**src/rtl/tmr2ch.sv**
```systemverilog
module tmr2ch #(
  parameter int CNT_W = 16,
  parameter int SEL_W = 3
) (
  input  logic             clk,
  input  logic             rst_n,
  input  logic             wr_en,
  input  logic [2:0]       wr_addr,
  input  logic [CNT_W-1:0] wr_data,
  output logic [CNT_W-1:0] count,
  output logic             ovf_flag,
  output logic [1:0]       ch_flag,
  output logic             irq_ovf,
  output logic [1:0]       irq_ch,
  output logic [1:0]       ch_pin
);
  localparam int PS_W = (1 << SEL_W) - 1;
  localparam int NCH  = 2;

  logic                       halt, restart_q, ovf_ie;
  logic [SEL_W-1:0]           rate;
  logic [PS_W-1:0]            ps, ps_mask;
  logic [CNT_W-1:0]           limit;
  logic [NCH-1:0][CNT_W-1:0]  cmp;
  logic [NCH-1:0][1:0]        act;
  logic [NCH-1:0]             tov, maxd, ch_ie, match, pin_nxt;
  logic                       tick, wrap;

  assign ps_mask = (PS_W'(1) << rate) - PS_W'(1);
  assign tick    = !halt && !restart_q && ((ps & ps_mask) == ps_mask);
  assign wrap    = tick && (count == limit);
  assign irq_ovf = ovf_flag & ovf_ie;
  assign irq_ch  = ch_flag & ch_ie;

  wire wr_ctrl = wr_en && wr_addr == 3'd0;
  wire wr_lim  = wr_en && wr_addr == 3'd1;
  wire wr_stat = wr_en && wr_addr == 3'd2;

  for (genvar i = 0; i < NCH; i++) begin : g_ch
    assign match[i] = tick && (count == cmp[i]);
    always_comb begin
      logic p;
      p = ch_pin[i];
      if (match[i]) begin
        case (act[i])
          2'b01:   p = ~p;
          2'b10:   p = 1'b0;
          2'b11:   p = 1'b1;
          default: p = p;
        endcase
      end
      if (wrap && tov[i] && act[i] != 2'b00) p = ~p;
      pin_nxt[i] = maxd[i] ? 1'b1 : p;
    end
  end

  always_ff @(posedge clk or negedge rst_n) begin
    if (!rst_n) begin
      halt      <= 1'b1;
      restart_q <= 1'b0;
      ovf_ie    <= 1'b0;
      rate      <= '0;
      limit     <= '1;
      ps        <= '0;
      count     <= '0;
      ovf_flag  <= 1'b0;
      cmp       <= '1;
      act       <= '0;
      tov       <= '0;
      maxd      <= '0;
      ch_ie     <= '0;
      ch_flag   <= '0;
      ch_pin    <= '0;
    end else begin
      restart_q <= wr_ctrl && wr_data[1];
      if (wr_ctrl) begin
        halt   <= wr_data[0];
        rate   <= wr_data[2 +: SEL_W];
        ovf_ie <= wr_data[5];
      end
      if (wr_lim) limit <= wr_data;
      if (restart_q) begin
        ps    <= '0;
        count <= '0;
      end else if (!halt) begin
        ps <= ps + PS_W'(1);
        if (tick) count <= wrap ? '0 : count + CNT_W'(1);
      end
      ovf_flag <= wrap | (ovf_flag & ~(wr_stat & wr_data[0]));
      for (int i = 0; i < NCH; i++) begin
        if (wr_en && wr_addr == 3'(3 + 2 * i)) begin
          act[i]   <= wr_data[1:0];
          tov[i]   <= wr_data[2];
          maxd[i]  <= wr_data[3];
          ch_ie[i] <= wr_data[4];
        end
        if (wr_en && wr_addr == 3'(4 + 2 * i)) cmp[i] <= wr_data;
        ch_flag[i] <= match[i] | (ch_flag[i] & ~(wr_stat & wr_data[1 + i]));
        ch_pin[i]  <= pin_nxt[i];
      end
    end
  end
endmodule


```
**config.mk**
```make
export PLATFORM = sky130hd
export DESIGN_NAME = tmr2ch
export DESIGN_NICKNAME = d
export VERILOG_FILES = /design/src/rtl/tmr2ch.sv
export SDC_FILE = /design/constraint.sdc
export NUM_CORES = 1
export LEC_CHECK = 0
export BUFFER_PORTS_ARGS = -buffer_cell sky130_fd_sc_hd__buf_2
export CORE_ASPECT_RATIO = 1.25
export CORE_MARGIN = 1
export CORE_UTILIZATION = 35
export CTS_CLUSTER_SIZE = 16
export DETAILED_ROUTE_END_ITERATION = 8
export HOLD_SLACK_MARGIN = 0.05
export PLACE_DENSITY = 0.48
export SLEW_MARGIN = 20
export SYNTH_ARGS = -nofsm -noshare
export SYNTH_HDL_FRONTEND = slang
export SYNTH_SLANG_ARGS = --single-unit
```
**constraint.sdc**
```tcl
create_clock -name clk -period 2.7 [get_ports clk]
set_input_delay 0.405 -clock clk [delete_from_list [all_inputs] [get_ports clk]]
set_output_delay 0.405 -clock clk [all_outputs]
set_load 0.01 [all_outputs]
```
# After elaboration in Yosys (flattened, before gate mapping)
# Cells that the tools add are included.
# word_totals
regBits	92
latchBits	0
ram_bits	0
romBits	0
inputBits	22
output_inout_bits	24
wordCells	98
mem_count	0
# op_classes
add_sub_neg	3
multipliers	0
div	0
order_cmp	0
eq_ne	17
n_shift	1
mux	14
bitwise_logic	19
reduce_logical	24
# ops
op	n
$mux W16	4
$eq A16 B16 Y1	3
$logic_and A1 B1 Y1	17
$add A16 B1 Y16 const B	1
$mux W7	2
$eq A3 B3 Y1 const B	3
$eq A2 B2 Y1 const B	4
$add A7 B1 Y7 const B	1
$and A1 B1 Y1	7
$and A7 B7 Y7	1
$eq A7 B7 Y1	1
$not A1 Y1	7
$shl A1 B3 Y7 const A	1
$sub A7 B2 Y7 const B	1
$eq A3 B2 Y1 const B	2
$mux W1	6
$pmux W1 S3	2
$reduce_bool A2 Y1	3
$eq A2 B1 Y1 const B	2
$eq A3 B1 Y1 const B	1
$logic_not A3 Y1	1
$or A1 B1 Y1	3
$and A2 B2 Y2	1
$logic_not A1 Y1	2
other kinds (2)	2

# Logic depth before layout (Yosys ltp)
# logic_depth
word_depth	10
ltp_mapped	7
ltp_nobuf	6

# Worst setup path before layout
# No wires, ideal clock.
# synth_timing
path_type	register to register
from	register rate[2]
to	register ch_pin[1]
setup_ns	0.079
t_arrival_ns	2.135
required_ns	2.621
setup_slack_ns	0.486
stages_incl_launch_ff	7
n_path_buf	0
period_less_slack_ns	2.214
cell_sequence	dfrtp_1 a2bb2oi_1 or3_4 or4_4 or4b_1 nand3_1 mux2i_1
# synth_via
elab_chain_len	10
elab_cells_between_ends	13
classes_between	add/sub (1); eq/ne (1); shift (1); mux (3); bitwise (2); reduce/logical (5)
# synth_rtl
item	line	source
start: declaration	21	logic [SEL_W-1:0] rate;
start signal: assignment	78	rate <= wr_data[2 +: SEL_W];
$shl A1 B3 Y7 *	29	assign ps_mask = (PS_W'(1) << rate) - PS_W'(1);
$sub A7 B2 Y7 *	29	
$and A7 B7 Y7	30	assign tick = !halt && !restart_q && ((ps & ps_mask) == ps_mask);
$eq A7 B7 Y1 *	30	
$logic_and A1 B1 Y1 *	30	
$logic_and A1 B1 Y1 (on tied branches)	40, 31	
$mux W1 or $logic_and A1 B1 Y1 (tied branches)	44, 52	
$not A1 Y1 or $logic_and A1 B1 Y1 (tied branches)	52	if (wrap && tov[i] && act[i] != 2'b00) p = ~p;
$mux W1 *	52	
$mux W1 *	53	pin_nxt[i] = maxd[i] ? 1'b1 : p;
net pin_nxt[1]	26	logic [NCH-1:0] tov, maxd, ch_ie, match, pin_nxt;
end signal: indexed assignment	99	ch_pin[i] <= pin_nxt[i];
end: declaration	15	output logic [1:0] ch_pin
# The timed path passes the listed nets; every way through them passes the cells marked *.
# A chain may end at the register's enable or synchronous reset.

# Worst setup path in the final report
# Same ends and word-level chain as after synthesis.

==> reports/results.ini <==
[status]
status=completed

[power_and_ir_drop]
powerDensity_nw_per_um2=802
netSwitchingFraction=0.301
p_int_mw=2.98
comb_power_share=0.209
power_mw=4.26
p_leak_nw=2.36
vdd_drop_max_mv=0.304
p_clk_frac=0.296
p_seq_frac=0.495
switchingPower_mw=1.28

[die]
die_y_um=131
io_pins=46
coreArea_um2=12800
dieArea_um2=13800
std_cell_rows=46
die_w_um=105
start_util=0.363

[detailed_routing]
drc=0
ant_nets=0
wl_met3_um=253
drt_iter0_markers=93
vias=3050
drt-total-wl_mm=11.2
routed.top_layer=met4
first_pass_iters=5
avgRoutedWirePerCell_um=18.6
drt-vias-per-instance=5.06
met1_length_mm=4.84
dr_wl_met2_mm=5.85

[cts]
cts_hold_buf=0
post_cts_buffers=0
htree_num_levels=3
cts_buffers=9
root_buffer=clkbuf_16
post_cts_resized=0
cts.path.max_buffers=2
insertion_delay_ns=0.34
tritoncts=yes
path_clk_slew_ns=0.07
cts_sinks=92

[placed_design]
placed_cells=587
post-place-ws_ns=0.302
dpl.hpwl_mm=8.20
numPortBuffers=45
place_congestion=0.757
dpl_cell_area_um2=5010

[logic_synthesis]
ys_async_sr_fraction=1.00
yosys_register_bits=92
syn-num-nets=413
synthAdderAreaFrac=0.00538
synth_top_family_by_area=multiplexers
ys_seq_area_frac=0.508
syn_avg_cell_area_um2=12.0
synth-compound-area-share=0.0288
synthXorXnorAreaFrac=0.126
synth-simple-area-share=0.135
yosys_warnings=0
netlist_area_um2=4650
netlist_instances=389
synth_edf_count=0
synth.area.mux_share=0.159
ys_types=45
synth_ff_type=dfstp_2

[global_route]
overflow=0
grt_pass1_wl_mm=18.0
grt_util_all_layers=0.177
grt_pass1_vias=3174
antenna_found_initial=0
grt_max_degree=52

[cells_and_area]
final_area_um2=5310
antenna_cells=0
layout_common_cells=mux2_2 (63), xor2_1 (55), dfstp_2 (49), buf_2 (44), dfrtp_1 (43)
fin_util=0.414
drive_gt1_frac=0.434
layout_commonest_cell=mux2_2
area_growth_pct=14.1
finalNetCount=454
n_fill_cell=1245
final_cells=603

[sta]
finalCritPeriodShare=0.894
finalSetupViolCount=0
fmax_mhz=414
maxSlewViolCount=0
relSlewSlack=0.552
period_minus_slack_ns=2.41
grt_setup_unrepaired=false
timing.hold.ws_ns=0.0832
setup_ws_ns=0.285
clock_skew_ns=0.00665
tightest_slew_ns=0.673
hold_viol=0
finalSetupTns_ns=0

[flow_run]
drv_cap=0

[setup_path]
cp.required_ns=2.96
crit_path_start_kind=flop
worstSetupEndpointType=flop
cp_max_fo=13
arrival_ns=2.68
worstSetupPathType=reg2reg

[hold_path]
hold_class=in2async

## per-layer routing
| metal | GRT usage | vias up |
|---|---|---|
| met4 | 0.0812 | 0 |
| li1 | - | 1437 |
| met1 | 0.206 | 1544 |
| met5 | 0 | - |
| met2 | 0.322 | 52 |
| met3 | 0.0273 | 17 |
## registers in the layout, indices dropped and copies added (netlist names)
register	flops
ovf_flag	1
ovf_ie	1
tov	2
ch_pin	2
maxd	2
count	16
limit	16
cmp	32
rate	3
act	4
halt	1
ps	7
ch_ie	2
restart_q	1
ch_flag	2
## worst max-delay path, cell delays in order, from the launching register on
cell and delay [ns]:
dfrtp_1 0.42, a2bb2oi_1 0.14, or3_4 0.34, or4_4 0.60, or4b_1 0.53, nand3_1 0.12
mux2i_1 0.19
## power by group through the flow
stage	logic (mW)	clock network (mW)	registers (mW)
floorplan	0.719	0	2.01
global placement	0.895	0	2.13
detailed placement	0.900	0	2.14
CTS	0.908	1.29	2.11
global route	0.998	1.34	2.16
finish	0.892	1.26	2.11
## final cells by class
cell class	instances	area, um2	area share
Inverter	6	22.5	0.00424
Sequential cell	92	2360	0.445
Timing Repair Buffer	54	295	0.0556
Multi-Input combinational cell	267	2120	0.400
Clock inverter	3	16.3	0.00306
Clock buffer	13	282	0.0530
Tap cell	168	210	0.0396
## cell families (layout without fill, tap and decap cells)
kind of cell    Yosys count  in the layout
flops                    92             92
simple gates            112            112
mux                      66             66
fa+ha+maj                 2              2
buf+inv                  30             76
compound gates           20             20
xor+xnor                 67             67
## final timing paths
check                            start        end  slack (ns)  depth (start not counted)
max                            rate[2]  ch_pin[1]        0.29                          6
min                              rst_n      ps[4]        0.08                          1
max reg2reg                    rate[2]  ch_pin[1]        0.29                          6
min reg2reg                     ovf_ie     ovf_ie        0.50                          1
max in group asynchronous        rst_n     cmp[9]        1.72                          2
min in group clk           wr_data[14]    cmp[30]        0.32                          2
## synthesized netlist by cell type, types with 2 or more instances
cell | count | area, um2
mux2_2 | 63 | 709
xor2_1 | 55 | 482
dfstp_2 | 49 | 1290
dfrtp_1 | 43 | 1080
nor2_1 | 22 | 82.6
nor4_1 | 20 | 125
nand2_1 | 19 | 71.3
xnor2_1 | 12 | 105
nand3_1 | 9 | 45.0
clkbuf_1 | 8 | 30.0
buf_2 | 6 | 30.0
buf_6 | 6 | 67.6
inv_1 | 6 | 22.5
nand4_1 | 6 | 37.5
o21ai_0 | 6 | 30.0
and2_1 | 5 | 31.3
nand4b_1 | 5 | 43.8
nor3_1 | 5 | 25.0
a21oi_1 | 4 | 20.0
mux2i_1 | 3 | 30.0
nand2b_1 | 3 | 18.8
a21boi_0 | 2 | 15.0
a31oi_1 | 2 | 12.5
and4b_1 | 2 | 20.0
buf_4 | 2 | 15.0
ha_1 | 2 | 25.0
nor3b_1 | 2 | 15.0
o32a_1 | 2 | 20.0
or2_2 | 2 | 12.5
or3_1 | 2 | 12.5
or4b_1 | 2 | 20.0
Note: power is estimated with default switching activity, not from simulation.
